### src/rtl/cond_fsmd_pkg.sv
package cond_fsmd_pkg;
  typedef enum logic [2:0] {
    ST_S0 = 3'd0, ST_S1 = 3'd1, ST_S2 = 3'd2,
    ST_S3 = 3'd3, ST_S4 = 3'd4, ST_S5 = 3'd5
  } state_t;

  typedef enum logic [3:0] {
    OP_HOLD, OP_LOAD, OP_A_SUM_BC, OP_A_NEG, OP_B_ACC,
    OP_C_SUM_AB, OP_C_INV, OP_A_INVC_B, OP_A_DIFF
  } op_t;
endpackage

### src/rtl/cond_fsmd_ctrl.sv
module cond_fsmd_ctrl
  import cond_fsmd_pkg::*;
(
  input  logic clk,
  input  logic rst,
  input  logic start,
  input  logic cond_a,
  input  logic cond_b,
  input  logic cond_c,
  output op_t  op,
  output logic done
);
  state_t q, q_nx;

  always_comb begin
    q_nx = q;
    op   = OP_HOLD;
    unique case (q)
      ST_S0: begin op = OP_A_SUM_BC; q_nx = ST_S1; end
      ST_S1: begin
        if (!cond_a) begin op = OP_A_NEG; q_nx = ST_S4; end
        else         begin op = OP_B_ACC; q_nx = ST_S2; end
      end
      ST_S2: begin
        if (!cond_b) begin op = OP_C_SUM_AB; q_nx = ST_S5; end
        else         begin op = OP_C_INV;    q_nx = ST_S3; end
      end
      ST_S3: begin
        op   = cond_c ? OP_A_INVC_B : OP_C_SUM_AB;
        q_nx = ST_S5;
      end
      ST_S4: begin
        if (cond_c)       op = OP_C_INV;
        else if (!cond_a) op = OP_A_DIFF;
        else              op = OP_HOLD;
        q_nx = ST_S5;
      end
      ST_S5: begin
        if (start) begin op = OP_LOAD; q_nx = ST_S0; end
      end
      default: q_nx = ST_S5;
    endcase
  end

  always_ff @(posedge clk) begin
    if (rst) begin
      q    <= ST_S5;
      done <= 1'b1;
    end else begin
      q    <= q_nx;
      done <= (q_nx == ST_S5);
    end
  end

  p_start_leaves_idle_r2: assert property (@(posedge clk) disable iff (rst)
    (q == ST_S5 && start) |=> (q == ST_S0 && !done));
  p_s0_to_s1_r3: assert property (@(posedge clk) disable iff (rst)
    (q == ST_S0) |=> (q == ST_S1));
  p_s3_ends_r6: assert property (@(posedge clk) disable iff (rst)
    (q == ST_S3) |=> (q == ST_S5 && done));
  p_s4_ends_r7: assert property (@(posedge clk) disable iff (rst)
    (q == ST_S4) |=> (q == ST_S5 && done));
  p_idle_stays_r8: assert property (@(posedge clk) disable iff (rst)
    (q == ST_S5 && !start) |=> (q == ST_S5 && done));
endmodule

### src/rtl/cond_fsmd_dp.sv
module cond_fsmd_dp
  import cond_fsmd_pkg::*;
#(
  parameter int W = 8
) (
  input  logic         clk,
  input  logic         rst,
  input  op_t          op,
  input  logic [W-1:0] seed_b,
  input  logic [W-1:0] seed_c,
  output logic [W-1:0] a_q,
  output logic [W-1:0] b_q,
  output logic [W-1:0] c_q
);
  localparam logic [W-1:0] ONE = {{(W-1){1'b0}}, 1'b1};

  always_ff @(posedge clk) begin
    if (rst) begin
      a_q <= '0;
      b_q <= '0;
      c_q <= '0;
    end else begin
      unique case (op)
        OP_LOAD:     begin a_q <= '0; b_q <= seed_b; c_q <= seed_c; end
        OP_A_SUM_BC: a_q <= b_q + c_q;
        OP_A_NEG:    a_q <= ~a_q + ONE;
        OP_B_ACC:    b_q <= b_q + c_q;
        OP_C_SUM_AB: c_q <= a_q + b_q;
        OP_C_INV:    c_q <= ~c_q;
        OP_A_INVC_B: a_q <= ~c_q + b_q;
        OP_A_DIFF:   a_q <= a_q + ~b_q + c_q + ONE;
        default:     ;
      endcase
    end
  end

  p_neg_sums_zero_r4: assert property (@(posedge clk) disable iff (rst)
    (op == OP_A_NEG) |=> ((a_q + $past(a_q)) == '0));
  p_c_inv_r7: assert property (@(posedge clk) disable iff (rst)
    (op == OP_C_INV) |=> ((c_q ^ $past(c_q)) == '1 && $stable(a_q) && $stable(b_q)));
  p_hold_r8: assert property (@(posedge clk) disable iff (rst)
    (op == OP_HOLD) |=> ($stable(a_q) && $stable(b_q) && $stable(c_q)));
endmodule

### src/rtl/cond_fsmd.sv
module cond_fsmd
  import cond_fsmd_pkg::*;
#(
  parameter int W = 8
) (
  input  logic         clk,
  input  logic         rst,
  input  logic         start,
  input  logic         cond_a,
  input  logic         cond_b,
  input  logic         cond_c,
  input  logic [W-1:0] seed_b,
  input  logic [W-1:0] seed_c,
  output logic [W-1:0] reg_a,
  output logic [W-1:0] reg_b,
  output logic [W-1:0] reg_c,
  output logic         done
);
  op_t op;

  cond_fsmd_ctrl ctrl_i (
    .clk(clk), .rst(rst), .start(start),
    .cond_a(cond_a), .cond_b(cond_b), .cond_c(cond_c),
    .op(op), .done(done)
  );

  cond_fsmd_dp #(.W(W)) dp_i (
    .clk(clk), .rst(rst), .op(op),
    .seed_b(seed_b), .seed_c(seed_c),
    .a_q(reg_a), .b_q(reg_b), .c_q(reg_c)
  );
endmodule

### config.mk
export PLATFORM = sky130hd
export DESIGN_NAME = cond_fsmd
export DESIGN_NICKNAME = d
export VERILOG_FILES = /design/src/rtl/cond_fsmd_pkg.sv /design/src/rtl/cond_fsmd_ctrl.sv /design/src/rtl/cond_fsmd_dp.sv /design/src/rtl/cond_fsmd.sv
export SDC_FILE = /design/constraint.sdc
export NUM_CORES = 1
export LEC_CHECK = 0
export BUFFER_PORTS_ARGS = -buffer_cell sky130_fd_sc_hd__buf_2
export CORE_MARGIN = 3
export CORE_UTILIZATION = 58
export DETAILED_ROUTE_END_ITERATION = 12
export PLACE_DENSITY = 0.81
export SYNTH_ARGS = -nofsm -noshare
export SYNTH_HDL_FRONTEND = slang
export SYNTH_HIERARCHICAL = 1
export SYNTH_SLANG_ARGS = --single-unit
### constraint.sdc
create_clock -name clk -period 3.45 [get_ports clk]
set_input_delay 0 -clock clk [delete_from_list [all_inputs] [get_ports clk]]
set_output_delay 0 -clock clk [all_outputs]
set_load 0.05 [all_outputs]
## Word-level counts from Yosys, hierarchy flattened

Cells that the tools add are included.

| storage, ports and cells | value |
|---|---|
| input bits | 22 |
| bits in registers | 28 |
| logic and storage cells | 47 |
| output and inout bits | 25 |

| operators by class | value |
|---|---|
| bitwise gates (word level) | 3 |
| muxes and demuxes | 14 |
| add/subtract/negate cells | 7 |
| reduce and logical (&&, ||, !) cells | 4 |
| equality and inequality tests | 14 |

Operators with widths:

| cell | count |
|---|---|
| 8-bit adder | 5 |
| 8-bit one-hot mux with 5 select lines | 1 |
| 8-bit NOT | 3 |
| 4-bit one-hot mux with 6 select lines | 1 |
| 8-bit one-hot mux with 3 select lines | 1 |
| 8-bit by 1-bit adder with 8-bit output, second input constant | 2 |
| 4-bit by 3-bit equality test with 1-bit output, second input constant | 4 |
| 8-bit one-hot mux with 2 select lines | 1 |
| 3-bit two-way mux | 4 |
| 3-bit one-hot mux with 4 select lines | 1 |
| 3-bit equality test, second input constant | 3 |
| 4-bit by 2-bit equality test with 1-bit output, second input constant | 2 |
| 4-bit two-way mux | 2 |
| 3-bit by 2-bit equality test with 1-bit output, second input constant | 2 |
| 5-bit nonzero test | 1 |
| 4-bit by 1-bit equality test with 1-bit output, second input constant | 1 |
| 4-bit equality test, second input constant | 1 |
| 2-bit two-way mux | 2 |
| 3-bit by 1-bit equality test with 1-bit output, second input constant | 1 |
| 3-bit logical NOT | 1 |
| 3-bit nonzero test | 1 |
| 2-bit nonzero test | 1 |
| 1-bit two-way mux | 1 |

## Logic depth before layout (Yosys ltp)

| depth | value |
|---|---|
| word-level depth | 5 |
| depth in mapped cells | 12 |
| depth with buffers taken out | 12 |

## Hierarchy

Netlist, hierarchy kept.

By module, submodules not included:

| module | area each (um^2) | cells an instance | sequential area each (um^2) | times used |
|---|---|---|---|---|
| cond_fsmd_dp | 2827.7 | 364 | 480.5 | 1 |
| cond_fsmd_ctrl | 257.7 | 33 | 80.1 | 1 |

## Least setup slack after synthesis

No wires, ideal clock.

| timing | value |
|---|---|
| kind | register to register |
| start point | reg dp_i.b_q[1] |
| end point | reg dp_i.a_q[6] |
| required time | 3.330 ns |
| library setup time | 0.120 ns |
| period minus slack after synthesis | 2.997 ns |
| path buffers | 0 |
| setup slack | 0.453 ns |
| cell stages (with the launch flop) | 11 |
| arrival | 2.878 ns |
| cell sequence | dfxtp_1 > inv_1 > fa_1 > inv_1 > fa_1 > nor2b_1 > o21a_1 > o21a_1 > o21ai_0 > and4_1 > o31a_1 |

| between the ends | value |
|---|---|
| word-level cells in the longest chain between the ends | 5 |
| elaborated cells on any way between the ends | 7 |
| those cells by class | add/sub (5); mux (1); bitwise (1) |

Ends and longest elaborated chain:

| element | RTL line | text |
|---|---|---|
| start, declared | cond_fsmd_dp.sv:12 | `output logic [W-1:0] b_q,` |
| start signal, assigned | cond_fsmd_dp.sv:27 | `OP_B_ACC: b_q <= b_q + c_q;` |
| 8-bit NOT | cond_fsmd_dp.sv:31 | `OP_A_DIFF: a_q <= a_q + ~b_q + c_q + ONE;` |
| 8-bit adder (2 in a row) | cond_fsmd_dp.sv:31 |  |
| 8-bit by 1-bit adder with 8-bit output | cond_fsmd_dp.sv:31 |  |
| 8-bit one-hot mux with 5 select lines (*) | cond_fsmd_dp.sv:23 | `unique case (op)` |
| end signal, assigned | cond_fsmd_dp.sv:25 | `OP_A_SUM_BC: a_q <= b_q + c_q;` |
| end signal, assigned | cond_fsmd_dp.sv:26 | `OP_A_NEG: a_q <= ~a_q + ONE;` |
| end signal, assigned | cond_fsmd_dp.sv:31 |  |
| end, declared | cond_fsmd_dp.sv:11 | `output logic [W-1:0] a_q,` |

Every way passes the cells marked *; elsewhere a longest branch is shown, timed or not.
A chain may end at the register's enable or synchronous reset.

## Worst setup path after layout

| timing | value |
|---|---|
| start point | reg ctrl_i.q[1] |
| end point | reg dp_i.c_q[6] |

| between the ends | value |
|---|---|
| word-level cells in the longest chain between the ends | 4 |
| elaborated cells on any way between the ends | 12 |
| those cells by class | eq/ne (8); mux (2); reduce/logical (2) |

Ends and longest elaborated chain:

| element | RTL line | text |
|---|---|---|
| start, declared | cond_fsmd_ctrl.sv:13 | `state_t q, q_nx;` |
| start signal, assigned | cond_fsmd_ctrl.sv:50 | `q <= q_nx;` |
| 3-bit equality test, or another cell as far along | cond_fsmd_ctrl.sv:18 | `unique case (q)` |
| 4-bit one-hot mux with 6 select lines (*) | cond_fsmd_ctrl.sv:18 |  |
| named net op[1] | cond_fsmd.sv:19 | `op_t op;` |
| 4-bit by 3-bit equality test with 1-bit output or 4-bit by 1-bit equality test with 1-bit output (tied branches) | cond_fsmd_dp.sv:23 |  |
| 8-bit one-hot mux with 3 select lines or 3-bit nonzero test (tied branches) | -- |  |
| end signal, assigned | cond_fsmd_dp.sv:28 | `OP_C_SUM_AB: c_q <= a_q + b_q;` |
| end signal, assigned | cond_fsmd_dp.sv:29 | `OP_C_INV: c_q <= ~c_q;` |
| end, declared | cond_fsmd_dp.sv:13 | `output logic [W-1:0] c_q` |

Mark *: on every way through the listed nets, which the timed path passes. The rest lies on a longest branch.

==> metrics.csv <==
metric;value;unit
antenna_cells;0;
post-cts-setup-buffer-count;0;
via_per_inst;6.53;
die_h;78.9;um
critPathMaxFanout;14;
worstSetupPathType;register to register;
drc;0;
grt.met3_usage;0.0499;
start_util;0.624;
clock.fmax;344;MHz
cap_viol_max_count;0;
worst_path_most_repeated_cell;nor2_1;
io_pins;47;
reg2reg_depth;10;
rsz0062_at_grt;no;
grt_pass1_vias;3073;
outcome;complete, but fails checks;
cellLeakagePower;1.54;nW
grtUsageMet2;0.521;
post-dp-hpwl;7430;um
wirelength;9480;um
cts_made_buffers;3;
setup_slack;0.540;ns
io_buffers;46;
worst_pin_slew;0.941;ns
synthArstFlopShare;0;
area.growth.synth_to_final;12.5;%
min_path_type;primary input to register;
setup_tns;0;ns
finalCritPeriodShare;0.843;
dr.pass1.iters;5;
ys_warn_count;6;
arrival;3.14;ns
cts_root_buf;clkbuf_8;
start_kind;register;
antenna_found_initial;0;
cts_hold_buf;1;
tritoncts;built;
final_hold_viol_count;1;
nets;507;
cp_slowest_cell;o21ai_1;
core-area;4940;um^2
final_core_util;0.702;
num_vias;3338;
path_cells;a21oi_1, nor2_1, o21ai_1, nand2b_1, nor2_1, buf_4, nor2_1, a22oi_1, o41ai_1, a31o_1;
cts_max_path_buffers;2;
path_clk_slew;0.09;ns
top_usage_layer;met2;
die_area;6230;um^2
synth_seq_cells;28;
routedWlPerCell;18.5;um
rows;25;
grt_pass1_wl;15300;um
ys_seq_area_frac;0.182;
ctsHtreeMaxLevel;1;
use_met1;0.411;
drive_gt1_frac;0.160;
setup-violations-final;0;
cpPeakStageDelay;0.73;ns
syn_area;3090;um^2
ant_nets;0;
insertion_delay;0.29;ns
finalPower;2.09;mW
ys.flop_type;dfxtp_1;
ir_drop;0.429;mV
whs;-0.000504;ns
cp-end-kind;register;
die_w;78.9;um
clock_skew;0.00935;ns
violations;negative hold slack;
syn_inst;397;
p_per_area;602;nW/um^2
synth_edf_count;0;
grt_max_degree;20;
track_usage;0.314;
gp_congestion;1.00;
place_ws;0.638;ns
slew_violations;0;
syn_area_per_cell;7.77;um^2
required;3.68;ns
cts_resized;0;
relSlewSlack;0.368;
overflow;0;
fin_crit;2.91;ns
holdPathStages;3;
fillCellCount;451;
clock_sinks;28;
syn_nets;459;
ys_types;63;
first_iter_violations;385;
[worst paths after layout]
path | slack [ns] | start | endpoint
worst max register to register | 0.54 | ctrl_i/q[1] | dp_i/c_q[6]
worst min register to register | 0.60 | dp_i/a_q[0] | dp_i/a_q[0]
worst min-delay path | -0.0005 | seed_b[5] | dp_i/b_q[5]
worst max-delay path | 0.54 | ctrl_i/q[1] | dp_i/c_q[6]
[area by class of cell]
type	count	area, um^2	share of cell area
well taps	67	83.8	0.0242
flip-flops and latches	28	561	0.161
clock buffers	4	55.1	0.0159
repair buffers	58	323	0.0930
inverters	34	128	0.0368
multi-input cells	320	2320	0.669
[metrics by stage]
stage	instances	area, um^2
floorplan	397	3090
CTS	511	3470
finish	511	3470
global route	511	3470
global placement	506	3410
detailed placement	506	3410
[logic make-up (layout without fill, tap and decap cells)]
| family | after synthesis | count (layout) | synth area share |
|---|---|---|---|
| AND/OR/NAND/NOR | 126 | 126 | 0.215 |
| buffers and inverters | 49 | 96 | 0.0661 |
| XOR/XNOR | 22 | 22 | 0.0624 |
| adder cells (fa/ha/maj) | 41 | 41 | 0.190 |
| multiplexers | 2 | 2 | 0.00649 |
| AO/OA/AOI/OAI | 129 | 129 | 0.279 |
| flip-flops | 28 | 28 | 0.182 |
[worst max-delay path, delay by kind of cell, from the launching register on]
| kind | cells | cell delay, ns |
|---|---|---|
| AOI/OAI and AO/OA | 5 | 1.53 |
| DFF | 1 | 0.40 |
| buffers and inverters | 1 | 0.16 |
| and+or+nand+nor | 4 | 0.76 |
[layout by cell type, fill, tap and decap left out, types with 15 or more instances in the layout]
| master | Yosys | layout |
|---|---|---|
| dfxtp_1 | 28 | 28 |
| ha_1 | 30 | 30 |
| nor3_1 | 15 | 15 |
| buf_2 | 4 | 46 |
| nor2_1 | 31 | 31 |
| o21ai_0 | 26 | 26 |
| a21oi_1 | 28 | 28 |
| nand2_1 | 29 | 29 |
| inv_1 | 33 | 33 |
| xnor2_1 | 18 | 18 |
[registers in the layout, summed over array words and instances, names as in the netlist]
signal,flops
ctrl_i/done,1
ctrl_i/q,3
dp_i/a_q,8
dp_i/b_q,8
dp_i/c_q,8
[synth_stat cells, types with 2 or more instances]
cell	count	area (um^2)
clkbuf_1	7	26.3
buf_4	4	30.0
o221ai_1	2	17.5
and3b_1	2	17.5
o21a_1	4	30.0
a21oi_1	28	140
o21ai_0	26	130
a221oi_1	7	61.3
inv_1	33	124
nor3_1	15	75.1
o31a_1	2	17.5
a31oi_1	5	31.3
o22ai_1	6	37.5
fa_1	10	200
a21o_1	7	52.6
mux2i_1	2	20.0
o21bai_1	2	15.0
o211ai_1	2	15.0
xor2_1	4	35.0
xnor2_1	18	158
nand2_1	29	109
a211oi_1	6	45.0
ha_1	30	375
nor2_1	31	116
a311oi_1	4	35.0
nor3b_1	3	22.5
nand3_1	13	65.1
or3_4	2	22.5
or3_1	4	25.0
nand4_1	3	18.8
nor2b_1	3	18.8
buf_2	4	20.0
nand2b_1	9	56.3
a22oi_1	6	45.0
o31ai_1	3	22.5
o21ai_1	3	15.0
o41ai_1	2	17.5
dfxtp_1	28	561
a2111oi_0	2	17.5
and2b_1	3	22.5
[routing by layer]
metal | up-vias | wire length, um
li1 | 1544 | -
met1 | 1561 | 3870
met2 | 193 | 4310
met3 | 40 | 908
met4 | 0 | 385
met5 | - | 0
[report_power, final]
group          internal, mW  switching [mW]  total, mW
Combinational         0.528           0.863       1.39
Clock                 0.103           0.110      0.213
Sequential            0.377           0.108      0.484
Total                  1.01            1.08       2.09
No activity file was read; power rests on OpenSTA's default activity.
